**src/rtl/drdy_pkg.sv**
```systemverilog
package drdy_pkg;

  typedef enum logic [1:0] {
    LV_IDLE = 2'd0,
    LV_LOW  = 2'd1,
    LV_GAP  = 2'd2
  } lvl_state_t;

  function automatic int unsigned cnt_width(input int unsigned w);
    return (w < 2) ? 1 : $clog2(w + 1);
  endfunction

endpackage

```
**src/rtl/drdy_level_seq.sv**
```systemverilog
module drdy_level_seq
  import drdy_pkg::*;
(
  input  logic clk,
  input  logic rst_n,
  input  logic en,
  input  logic conv_done,
  input  logic shift_done,
  output logic low_req
);

  lvl_state_t st_q, st_d;

  always_comb begin
    st_d = st_q;
    if (!en) begin
      st_d = LV_IDLE;
    end else begin
      unique case (st_q)
        LV_IDLE: if (conv_done) st_d = LV_LOW;
        LV_LOW: begin
          if (conv_done)       st_d = LV_GAP;
          else if (shift_done) st_d = LV_IDLE;
        end
        LV_GAP:  st_d = LV_LOW;
        default: st_d = LV_IDLE;
      endcase
    end
  end

  always_ff @(posedge clk or negedge rst_n) begin
    if (!rst_n) st_q <= LV_IDLE;
    else        st_q <= st_d;
  end

  assign low_req = (st_q == LV_LOW);

endmodule

```
**src/rtl/drdy_pulse_seq.sv**
```systemverilog
module drdy_pulse_seq
  import drdy_pkg::*;
#(
  parameter int unsigned PULSE_W = 2
) (
  input  logic clk,
  input  logic rst_n,
  input  logic en,
  input  logic conv_done,
  input  logic frame_busy,
  input  logic shift_done,
  output logic low_req
);

  localparam int unsigned CW = cnt_width(PULSE_W);
  localparam logic [CW-1:0] LOAD = CW'(PULSE_W);

  logic [CW-1:0] cnt_q, cnt_d;
  logic          pend_q, pend_d;
  logic          pend_eff, accept, fire, skip;

  always_comb begin
    pend_eff = pend_q & ~shift_done;
    accept   = conv_done & ~frame_busy;
    fire     = accept & ~pend_eff;
    skip     = accept & pend_eff;

    cnt_d  = cnt_q;
    pend_d = pend_q;
    if (!en) begin
      cnt_d  = '0;
      pend_d = 1'b0;
    end else begin
      if (fire)              cnt_d = LOAD;
      else if (cnt_q != '0)  cnt_d = cnt_q - 1'b1;

      if (fire)       pend_d = 1'b1;
      else if (skip)  pend_d = 1'b0;
      else            pend_d = pend_eff;
    end
  end

  always_ff @(posedge clk or negedge rst_n) begin
    if (!rst_n) begin
      cnt_q  <= '0;
      pend_q <= 1'b0;
    end else begin
      cnt_q  <= cnt_d;
      pend_q <= pend_d;
    end
  end

  assign low_req = (cnt_q != '0);

endmodule

```
**src/rtl/drdy_pin_drive.sv**
```systemverilog
module drdy_pin_drive (
  input  logic low_req,
  input  logic drive_od,
  output logic pin_n,
  output logic pin_oe
);

  always_comb begin
    pin_n  = ~low_req;
    pin_oe = ~drive_od | low_req;
  end

endmodule

```
**src/rtl/drdy_gen.sv**
```systemverilog
module drdy_gen #(
  parameter int unsigned PULSE_W = 2
) (
  input  logic clk,
  input  logic rst_n,
  input  logic conv_done,
  input  logic frame_busy,
  input  logic shift_done,
  input  logic fmt_pulse,
  input  logic drive_od,
  output logic drdy_n,
  output logic drdy_oe
);

  logic [1:0] rst_sync_q;
  logic       rst_n_int;
  logic       lvl_low, pls_low, low_sel;

  always_ff @(posedge clk or negedge rst_n) begin
    if (!rst_n) rst_sync_q <= 2'b00;
    else        rst_sync_q <= {rst_sync_q[0], 1'b1};
  end
  assign rst_n_int = rst_sync_q[1];

  drdy_level_seq u_lvl (
    .clk        (clk),
    .rst_n      (rst_n_int),
    .en         (~fmt_pulse),
    .conv_done  (conv_done),
    .shift_done (shift_done),
    .low_req    (lvl_low)
  );

  drdy_pulse_seq #(.PULSE_W(PULSE_W)) u_pls (
    .clk        (clk),
    .rst_n      (rst_n_int),
    .en         (fmt_pulse),
    .conv_done  (conv_done),
    .frame_busy (frame_busy),
    .shift_done (shift_done),
    .low_req    (pls_low)
  );

  assign low_sel = fmt_pulse ? pls_low : lvl_low;

  drdy_pin_drive u_pin (
    .low_req  (low_sel),
    .drive_od (drive_od),
    .pin_n    (drdy_n),
    .pin_oe   (drdy_oe)
  );

endmodule

```
**config.mk**
```make
export PLATFORM = sky130hd
export DESIGN_NAME = drdy_gen
export DESIGN_NICKNAME = d
export VERILOG_FILES = /design/src/rtl/drdy_pkg.sv /design/src/rtl/drdy_level_seq.sv /design/src/rtl/drdy_pulse_seq.sv /design/src/rtl/drdy_pin_drive.sv /design/src/rtl/drdy_gen.sv
export SDC_FILE = /design/constraint.sdc
export NUM_CORES = 1
export LEC_CHECK = 0
export CORE_AREA = 10 10 47 49
export DETAILED_ROUTE_END_ITERATION = 10
export DIE_AREA = 0 0 57 59
export DONT_BUFFER_PORTS = 1
export HOLD_SLACK_MARGIN = 0.15
export PLACE_DENSITY = 0.49
export SLEW_MARGIN = 40
export SYNTH_ARGS = -nofsm -noshare
export SYNTH_HDL_FRONTEND = slang
export SYNTH_SLANG_ARGS = --single-unit
```
**constraint.sdc**
```tcl
create_clock -name clk -period 1 [get_ports clk]
set_clock_uncertainty 0.1 [all_clocks]
set_input_delay 0.1 -clock clk [delete_from_list [all_inputs] [get_ports clk]]
set_output_delay 0.1 -clock clk [all_outputs]
set_load 0.1 [all_outputs]
```
; ---- Word level (Yosys, flattened, before mapping)
; Cells that the tools add are included.
[totals]
word_cells = 35
in_bits = 7
out_inout_bits = 2
regBits = 7
[op_classes]
n_bitwise = 10
muxes = 12
eq_ne = 5
add_sub_neg = 1
reduce_logical = 3
[ops]
columns = operator, n
row1 = $mux W2, 7
row2 = $pmux W2 S3, 1
row3 = $not A1 Y1, 5
row4 = $and A1 B1 Y1, 4
row5 = $mux W1, 4
row6 = $ne A4 B4 Y1 const B, 1
row7 = $ne A3 B1 Y1 const B, 1
row8 = $ne A3 B3 Y1 const B, 1
row9 = $eq A2 B1 Y1 const B, 1
row10 = $eq A2 B2 Y1 const B, 1
row11 = $logic_not A2 Y1, 1
row12 = $reduce_and A2 Y1, 1
row13 = $reduce_bool A2 Y1, 1
row14 = $sub A2 B1 Y2 const B, 1
row15 = $or A1 B1 Y1, 1

; ---- Logic depth before layout (Yosys ltp)
; Gate-level depths: netlist (run 1).
[logic_depth]
word_depth = 6
ltp_mapped = 4

; ---- By module
; Synthesis (run 1) repeated with hierarchy kept, for this count alone.
[unflattened]
cells_unflattened = 29
hier_area_um2 = 336.6
[by_module_without_submodules]
columns = module, cells_each, instances, area_per_inst_um2
row1 = drdy_pulse_seq, 15, 1, 163.9
row2 = drdy_level_seq, 7, 1, 90.1
row3 = drdy_gen, 5, 1, 72.6
row4 = drdy_pin_drive, 2, 1, 10.0

; ---- Worst setup path after synthesis (run 1)
; No wires, ideal clock.
[synth_path]
path_type = register to output
startpoint = reg u_lvl.st_q[1]
endpoint = out drdy_oe
arrival_time_ps = 1997
slack_ps = -1197
n_path_buf = 0
path_stages_with_launch = 3
path_cell_list = dfrtp_1 nand2b_1 o211ai_1
[synth_between]
elab_chain_len = 3
[synth_lines]
columns = element, line_no
row1 = from (decl), drdy_level_seq.sv:12  ; lvl_state_t st_q, st_d;
row2 = from (signal assigned), drdy_level_seq.sv:33  ; else st_q <= st_d;
row3 = $eq A2 B1 Y1, drdy_level_seq.sv:36  ; assign low_req = (st_q == LV_LOW);
row4 = $mux W1, drdy_gen.sv:44  ; assign low_sel = fmt_pulse ? pls_low : lvl_low;
row5 = $or A1 B1 Y1, drdy_pin_drive.sv:10  ; pin_oe = ~drive_od | low_req;
row6 = to (decl), drdy_gen.sv:12  ; output logic drdy_oe
; Every way passes these cells.

; ---- Worst setup path in the final report (run 1)
[layout_path]
startpoint = reg u_pls.cnt_q[0]
endpoint = out drdy_oe
[layout_between]
elab_chain_len = 3
[layout_lines]
columns = element, line_no
row1 = from (decl), drdy_pulse_seq.sv:18  ; logic [CW-1:0] cnt_q, cnt_d;
row2 = from (signal assigned), drdy_pulse_seq.sv:48  ; cnt_q <= cnt_d;
row3 = $reduce_bool A2 Y1, drdy_pulse_seq.sv:53  ; assign low_req = (cnt_q != '0);
row4 = $mux W1, drdy_gen.sv:44
row5 = $or A1 B1 Y1, drdy_pin_drive.sv:10
; Every way passes these cells.

==> results of run 1 <==
Yosys cell counts:
cell      n
a21oi_1   1
and2_1    1
conb_1    1
dfrtp_1   7
ha_1      2
inv_1     2
nand2b_1  3
nor2_1    1
nor2b_1   2
nor3b_1   2
o211ai_1  1
o21a_1    1
o21bai_1  1
o31a_1    1
or4b_1    1
xor2_1    1
final cells by class:
cell class | count | area, sq um
fillers | 144 | 902
flip-flops and latches | 7 | 175
multi-input cells | 19 | 171
repair buffers | 8 | 98.8
clock buffers | 4 | 26.3
well taps | 16 | 20.0
inverters | 2 | 7.51
metal layers:
metal | up-vias | routed length, um | part of all wire
met5 | - | 0 | 0
met4 | 0 | 0 | 0
met3 | 0 | 48 | 0.067
met2 | 8 | 381 | 0.53
met1 | 115 | 289 | 0.40
li1 | 119 | - | -
cells by family after synthesis:
logic type,Yosys count,synth area share
AO/OA/AOI/OAI,5,0.112
XOR/XNOR,1,0.0271
adder cells (fa/ha/maj),2,0.0775
buffers and inverters,2,0.0233
flip-flops,7,0.543
other,1,0.0116
AND/OR/NAND/NOR,10,0.205
registers in the layout, summed over array words and instances (netlist names):
register and cells:
u_lvl.st_q 2, u_pls.pend_q 1, rst_sync_q 2, u_pls.cnt_q 2
what timing repair did:
item                       in CTS  in global routing
hold endpoints to repair       12                 10
setup buffers                   1                  1
pin swaps                       4                  2
setup endpoints to repair       5                  5
resized for setup               2                  2
report_power, final:
group          leakage, nW  switching, mW  internal (mW)
logic                0.117          0.352          0.352
clock network       0.0150          0.104          0.152
registers           0.0896         0.0367          0.330
total                0.222          0.493          0.834
path summary, 6_finish.rpt:
path / startpoint / end / slack, ps / depth (start not counted)
min in group asynchronous: rst_sync_q[1] / u_lvl.st_q[1] / -20 / 0
max in group asynchronous: rst_n / rst_sync_q[1] / 150 / 2
setup reg to reg: u_pls.cnt_q[0] / u_pls.cnt_q[1] / -300 / 5
hold / removal: fmt_pulse / u_lvl.st_q[0] / -190 / 1
setup / recovery: u_pls.cnt_q[0] / drdy_oe / -530 / 5
hold reg to reg: rst_sync_q[1] / u_lvl.st_q[1] / -20 / 0
==> impl_results.md, run 1 <==
* Status: finished, violations left
* Failing checks: negative hold slack, negative setup slack
* CTS Hold Bufs at 2
* Tcrit/Tclk final at 1.53
* Setup TNS Final at -1790 ps
* Final hold violations at 10
* Routed wire per std cell at 12.8 um
* Initial antenna violation count at 0
* Final setup viols at 5
* First-pass GRT wire length at 1100 um
* DP HPWL at 544 um
* CTS buffer count at 3
* Largest net degree at the start of global routing at 9
* Distinct cells, synth at 16
* Vias in the first global route at 261
* Power Density at 2660 mW/mm^2
* Cell Rows at 14
* Yosys reg bits at 7
* Post-DRT Antenna Nets at 0
* Max-Cap Viols at 0
* Clock buffer depth at 2
* Clock slew at reported path FFs at 50 ps
* Netlist Area Pre-Place at 323 sq um
* Vias post-DR at 242
* Die outline width at 57 um
* Worst Setup End Kind: output port
* Final Cell Area at 499 sq um
* Post-Syn Instances at 28
* Drt drc at 0
* H-tree Lvls at 1
* Root Buffer: clkbuf_4
* Clock Sinks at 7
* Req. time, crit path at 800 ps
* VDD IR max at 0.000805 V
* CTS tree: yes
* Clock Latency Late Sink at 250 ps
* 1st-pass router iterations at 1
* Largest cells by area after synthesis: dfrtp_1, ha_1, nand2b_1
* Ant. Diodes at 0
* PortBufs at 0
* CP max FO at 2
* Fin worst setup slack at -533 ps
* Top achievable clock speed at 653 MHz
* Setup CP Type: flop to output port
* GRT busiest layer: met2
* DIE HEIGHT at 59 um
* Total core area at 0.00140 sq mm
* Critical path's largest stage delay at 370 ps
* Static leakage at 0.222 nW
* Crit-path slowest cell: dfrtp_1
* Finished Core Util at 0.356
* Crit path time final at 1530 ps
* Share of layout cells above drive strength 1 at 0.400
* IO Pins at 9
* Avg Cell Area, Syn at 11.5 sq um
* Total GRT Usage at 0.0450
* Die area at 0.00336 sq mm
* Post-synth top area cell: dfrtp_1
* Most common cell after layout, fill and taps aside: dfrtp_1
* RSZ-0062 raised after global routing: yes
* Post-layout net count at 50
* Post-Syn Nets at 37
* Syn. warnings at 0
* Gp weighted congestion at 0.735
* Fin cells at 56
* Met1 usage at 0.0442
* Dpl ws at -305 ps
* Sequential share of the synthesized area at 0.543
* Critical path cell sequence: inv_2, ha_4, nand2b_4, o211ai_1, clkbuf_16
* Area share of the largest cell type after synthesis at 0.543
* Placed Cells at 48
* Total power at 1.33 mW
* Starting density of the core at 0.230
* Global route total overflow at 0
* Worst hold path class: input port to flop
* WP data arrival at 1330 ps
* CP delay by family, top: flip-flops
* Layout area overhead at 54.7%
* Commonest cells after routing, fill and taps aside: dfrtp_1, clkbuf_4, buf_4
* Startpoint Class: flop
* 1st-iter DRT viols at 0
* Met3 demand-to-capacity share in global routing at 0.0300
* CP Buf/Inv Count at 2
* Worst hold slack at -189 ps
* M2 GR Usage at 0.0636
* Routed WL at 719 um
* Slew Viols, Final at 0
* Dpl cell area at 424 sq um
* DR vias/cell at 4.32
Power figures use the tool's default switching activity.
==> run 2, diff against run 1 <==
--- a/config.mk
+++ b/config.mk
@@ -15,3 +15,4 @@
 export SYNTH_ARGS = -nofsm -noshare
 export SYNTH_HDL_FRONTEND = slang
 export SYNTH_SLANG_ARGS = --single-unit
+export TNS_END_PERCENT = 50
==> impl_results.md, run 2 (same netlist as run 1, synthesis figures left out) <==
* Switching share of power at 0.355
* CP delay by family, top: flip-flops
* Drt drc at 0
* CP max FO at 2
* Ant. Diodes at 0
* Routed WL at 667 um
* Register Area at 175 sq um
* Layout area overhead at 52.3%
* Clock Latency Late Sink at 250 ps
* Max-Cap Viols at 0
* Crit-path slowest cell: dfrtp_1
* Commonest cells after routing, fill and taps aside: dfrtp_1, clkbuf_4, buf_4
* Initial antenna violation count at 0
* Dpl ws at -333 ps
* Worst hold slack at -192 ps
* Vias post-DR at 249
* WP data arrival at 1310 ps
* 1st-iter DRT viols at 1
* Final Cell Area at 492 sq um
* PortBufs at 0
* Slew Viols, Final at 0
* First-pass GRT wire length at 1120 um
* Tcrit/Tclk final at 1.51
* Static leakage at 0.220 nW
* CP Buf/Inv Count at 2
* Clock Sinks at 7
* Cell Rows at 14
* Failing checks: negative hold slack, negative setup slack
* DIE HEIGHT at 59 um
* Status: finished, violations left
* Die area at 0.00336 sq mm
* DR vias/cell at 4.45
* Startpoint Class: flop
* Layout filler cell count at 152
* Req. time, crit path at 800 ps
* Setup CP Type: flop to output port
* Final hold violations at 10
* Worst hold path class: input port to flop
* Critical path's largest stage delay at 330 ps
* Die outline width at 57 um
* Starting density of the core at 0.230
* Critical path cell sequence: inv_1, ha_2, nand2b_4, o211ai_1, clkbuf_16
* Global route total overflow at 0
* DP HPWL at 554 um
* VDD IR max at 0.000936 V
* Share of layout cells above drive strength 1 at 0.350
* Dpl cell area at 412 sq um
* Total power at 1.32 mW
* H-tree Lvls at 1
* Vias in the first global route at 296
* Most common cell after layout, fill and taps aside: dfrtp_1
* Post-DRT Antenna Nets at 0
* Total core area at 0.00140 sq mm
* Final setup viols at 5
* Post-layout net count at 50
* Reg power frac at 0.268
* Finished Core Util at 0.351
* CTS tree: yes
* Routed wire per std cell at 11.9 um
* CTS Hold Bufs at 2
* RSZ-0062 raised after global routing: yes
* 1st-pass router iterations at 3
* Clock slew at reported path FFs at 50 ps
* Total GRT Usage at 0.0455
* Biggest regs: rst_sync_q: 2 flops, u_lvl.st_q: 2 flops, u_pls.cnt_q: 2 flops
* IO Pins at 9
* Largest net degree at the start of global routing at 9
* P_int at 0.855 mW
* Worst Setup End Kind: output port
* Gp weighted congestion at 0.601
* Multi-input logic area at 164 sq um
* Crit path time final at 1510 ps
* Power Density at 2690 mW/mm^2
* Fin worst setup slack at -510 ps
* Clk network pwr share at 0.188
* Top achievable clock speed at 662 MHz
* Combinational power share at 0.544
* CTS buffer count at 3
* Clock buffer depth at 2
* P_sw at 0.470 mW
* Root Buffer: clkbuf_4
[run 2: changes by cell type in the layout (fill, tap and decap cells not counted)]
cell	previous run	this run
inv_2	2	0
and2_4	1	0
ha_2	0	1
nor3b_2	0	1
nor3b_1	2	1
inv_1	0	2
ha_4	1	0
and2_1	0	1
[run 2: what timing repair did]
| action | 4_1_cts | 5_1_grt |
|---|---|---|
| resized for setup | 2 | 2 |
| buffers inserted | 1 | 1 |
| pin swaps | 2 | 0 |
| hold endpoints to repair | 12 | 10 |
| setup endpoints to repair | 5 | 7 |
[run 2: power by group through the flow]
| stage | sequential [mW] | clock [mW] | combinational (mW) |
|---|---|---|---|
| 6_report | 0.355 | 0.249 | 0.721 |
| 5_1_grt | 0.362 | 0.277 | 0.765 |
| 4_1_cts | 0.355 | 0.260 | 0.666 |
| 3_5_place_dp | 0.363 | 0 | 0.595 |
| 3_3_place_gp | 0.356 | 0 | 0.579 |
| 2_1_floorplan | 0.357 | 0 | 0.376 |
[run 2: final timing paths]
kind                                 from             end  slack (ps)  depth (start not counted)
max                        u_pls.cnt_q[1]         drdy_oe        -510                          5
min                             fmt_pulse   u_lvl.st_q[0]        -190                          1
max reg2reg                u_pls.cnt_q[1]  u_pls.cnt_q[1]        -370                          6
min reg2reg                 rst_sync_q[1]  u_pls.cnt_q[1]         -20                          0
max in group asynchronous           rst_n   rst_sync_q[0]         160                          2
min in group asynchronous   rst_sync_q[1]  u_pls.cnt_q[1]         -20                          0
[run 2: metal layers]
metal | routed length [um] | global-route usage | vias to the layer above
met5 | 0 | 0 | -
met2 | 392 | 0.0775 | 6
li1 | - | - | 117
met4 | 26 | 0.0604 | 0
met3 | 49 | 0.0215 | 4
met1 | 198 | 0.0323 | 122
[run 2: worst reg2reg max path, delay by kind of cell, from the launching register on]
kind,cells,cell delay (ps)
adders and majority gates,1,180
AOI/OAI and AO/OA,1,240
buffers and inverters,3,290
DFF,1,330
and+or+nand+nor,1,120
[run 2: through the flow]
stage / instances / setup TNS (ps) / hold WS, ps
2_1_floorplan: 28 / -1990 / -296
3_3_place_gp: 48 / -1180 / -296
3_5_place_dp: 48 / -1310 / -295
4_1_cts: 55 / -1720 / -200
5_1_grt: 56 / -2130 / -207
6_report: 56 / -1840 / -192
[run 2: area by class of cell]
| cell class | instances | area share |
|---|---|---|
| sequential | 7 | 0.356 |
| multi-input combinational | 19 | 0.333 |
| timing repair buffer | 8 | 0.201 |
| clock buffer | 4 | 0.0534 |
| tap | 16 | 0.0407 |
| inverter | 2 | 0.0153 |
==> run 3, diff against run 2 <==
--- a/config.mk
+++ b/config.mk
@@ -10,7 +10,7 @@
 export DIE_AREA = 0 0 57 59
 export DONT_BUFFER_PORTS = 1
 export HOLD_SLACK_MARGIN = 0.15
-export PLACE_DENSITY = 0.49
+export PLACE_DENSITY = 0.47
 export SLEW_MARGIN = 40
 export SYNTH_ARGS = -nofsm -noshare
 export SYNTH_HDL_FRONTEND = slang
==> constraint.sdc (replaced) <==
create_clock -name clk -period 1.5 [get_ports clk]
set_clock_uncertainty 0.1 [all_clocks]
set_input_delay 0.15 -clock clk [delete_from_list [all_inputs] [get_ports clk]]
set_output_delay 0.15 -clock clk [all_outputs]
set_load 0.1 [all_outputs]
==> impl_results.md, run 3 (same netlist as run 1, synthesis figures left out) <==
* Largest net degree at the start of global routing at 9
* Tcrit/Tclk final at 1.07
* CP max FO at 2
* Startpoint Class: flop
* Root Buffer: clkbuf_4
* Final hold violations at 3
* R2R cell count at 3
* H-tree Lvls at 1
* CTS Hold Bufs at 5
* 1st-pass router iterations at 4
* Req. time, crit path at 1250 ps
* Post-DRT Antenna Nets at 0
* Routed wire per std cell at 12.8 um
* DIE HEIGHT at 59 um
* Worst Setup End Kind: output port
* Gp weighted congestion at 0.630
* Vias in the first global route at 277
* Multi-input logic area at 158 sq um
* Fin worst setup slack at -97.9 ps
* Starting density of the core at 0.230
* Post-layout net count at 51
* Setup CP Type: flop to output port
* Total GRT Usage at 0.0494
* Clock buffer depth at 2
* Clock Sinks at 7
* Routed WL at 730 um
* Dpl ws at 84.0 ps
* Commonest cells after routing, fill and taps aside: dfrtp_1, dlygate4sd3_1, clkbuf_4
* Clock slew at reported path FFs at 50 ps
* Biggest regs: rst_sync_q: 2 flops, u_lvl.st_q: 2 flops, u_pls.cnt_q: 2 flops
* Worst hold slack at -132 ps
* Global route total overflow at 0
* PortBufs at 0
* Hold depth at 1
* Die outline width at 57 um
* DR vias/cell at 4.33
* Cell Rows at 14
* Status: finished, violations left
* Setup TNS Final at -189 ps
* Most common cell after layout, fill and taps aside: dfrtp_1
* Max-Cap Viols at 0
* 1st-iter DRT viols at 8
* Worst hold path class: input port to flop
* Failing checks: negative hold slack, negative setup slack
* Clock Latency Late Sink at 240 ps
* Final Cell Area at 499 sq um
* CTS tree: yes
* RSZ-0062 raised after global routing: yes
* First-pass GRT wire length at 1250 um
* Register Area at 175 sq um
* IO Pins at 9
* Die area at 0.00336 sq mm
* Ant. Diodes at 0
* Slew Viols, Final at 0
* Total core area at 0.00140 sq mm
* Vias post-DR at 247
* Top achievable clock speed at 626 MHz
* Initial antenna violation count at 0
* Layout area overhead at 54.7%
* Share of layout cells above drive strength 1 at 0.244
* Static leakage at 0.237 nW
* WP data arrival at 1350 ps
* CTS buffer count at 3
* Crit path time final at 1600 ps
* Final setup viols at 2
* Power Density at 1660 mW/mm^2
* Dpl cell area at 403 sq um
* Layout filler cell count at 144
* Drt drc at 0
* DP HPWL at 546 um
* VDD IR max at 0.000481 V
[run 3: per-stage QoR]
step                      utilization  total power [mW]  cells
after detailed placement        0.288             0.617     47
after CTS                       0.354             0.837     57
after floorplan                     -             0.486     28
after global routing            0.356             0.890     57
final                           0.356             0.829     57
after global placement          0.288             0.601     47
[run 3: metal layers]
layer,up-vias,share of wire,GRT usage
met1,116,0.37,0.0467
met4,0,0.022,0.0302
met3,2,0.093,0.0322
met5,-,0,0
met2,8,0.51,0.0791
li1,121,-,-
[run 3: layout make-up]
| cell class | instances | share of cell area |
|---|---|---|
| sequential | 7 | 0.351 |
| tap | 16 | 0.0401 |
| clock buffer | 4 | 0.0526 |
| timing repair buffer | 9 | 0.226 |
| multi-input combinational | 19 | 0.316 |
| inverter | 2 | 0.0150 |
[run 3: path summary, 6_finish.rpt]
| path | startpoint | endpoint | slack, ps |
|---|---|---|---|
| hold reg to reg | rst_sync_q[0] | rst_sync_q[1] | 250 |
| setup / recovery | u_pls.cnt_q[0] | drdy_oe | -100 |
| max in group asynchronous | rst_sync_q[1] | u_lvl.st_q[1] | 590 |
| min in group asynchronous | rst_sync_q[1] | u_pls.cnt_q[1] | 510 |
| setup reg to reg | u_lvl.st_q[1] | u_lvl.st_q[1] | 20 |
| hold / removal | fmt_pulse | u_lvl.st_q[0] | -130 |
[run 3: critical path, stage by stage (launching register included)]
cell       delay (ps)
dfrtp_1           340
inv_1              50
ha_2              180
nand2b_4          130
o211ai_1          130
clkbuf_16         260
[run 3: report_power, final]
part	internal (mW)	total (mW)	switching, mW
combinational	0.203	0.429	0.226
sequential	0.220	0.235	0.0156
clock	0.101	0.165	0.0637
[run 3: timing repair]
item,in CTS,in global routing
endpoints found under the setup margin,2,4
gates resized for setup,2,1
endpoints found under the hold margin,12,3
gates cloned,0,0
pin swaps,1,0
setup buffers,1,0
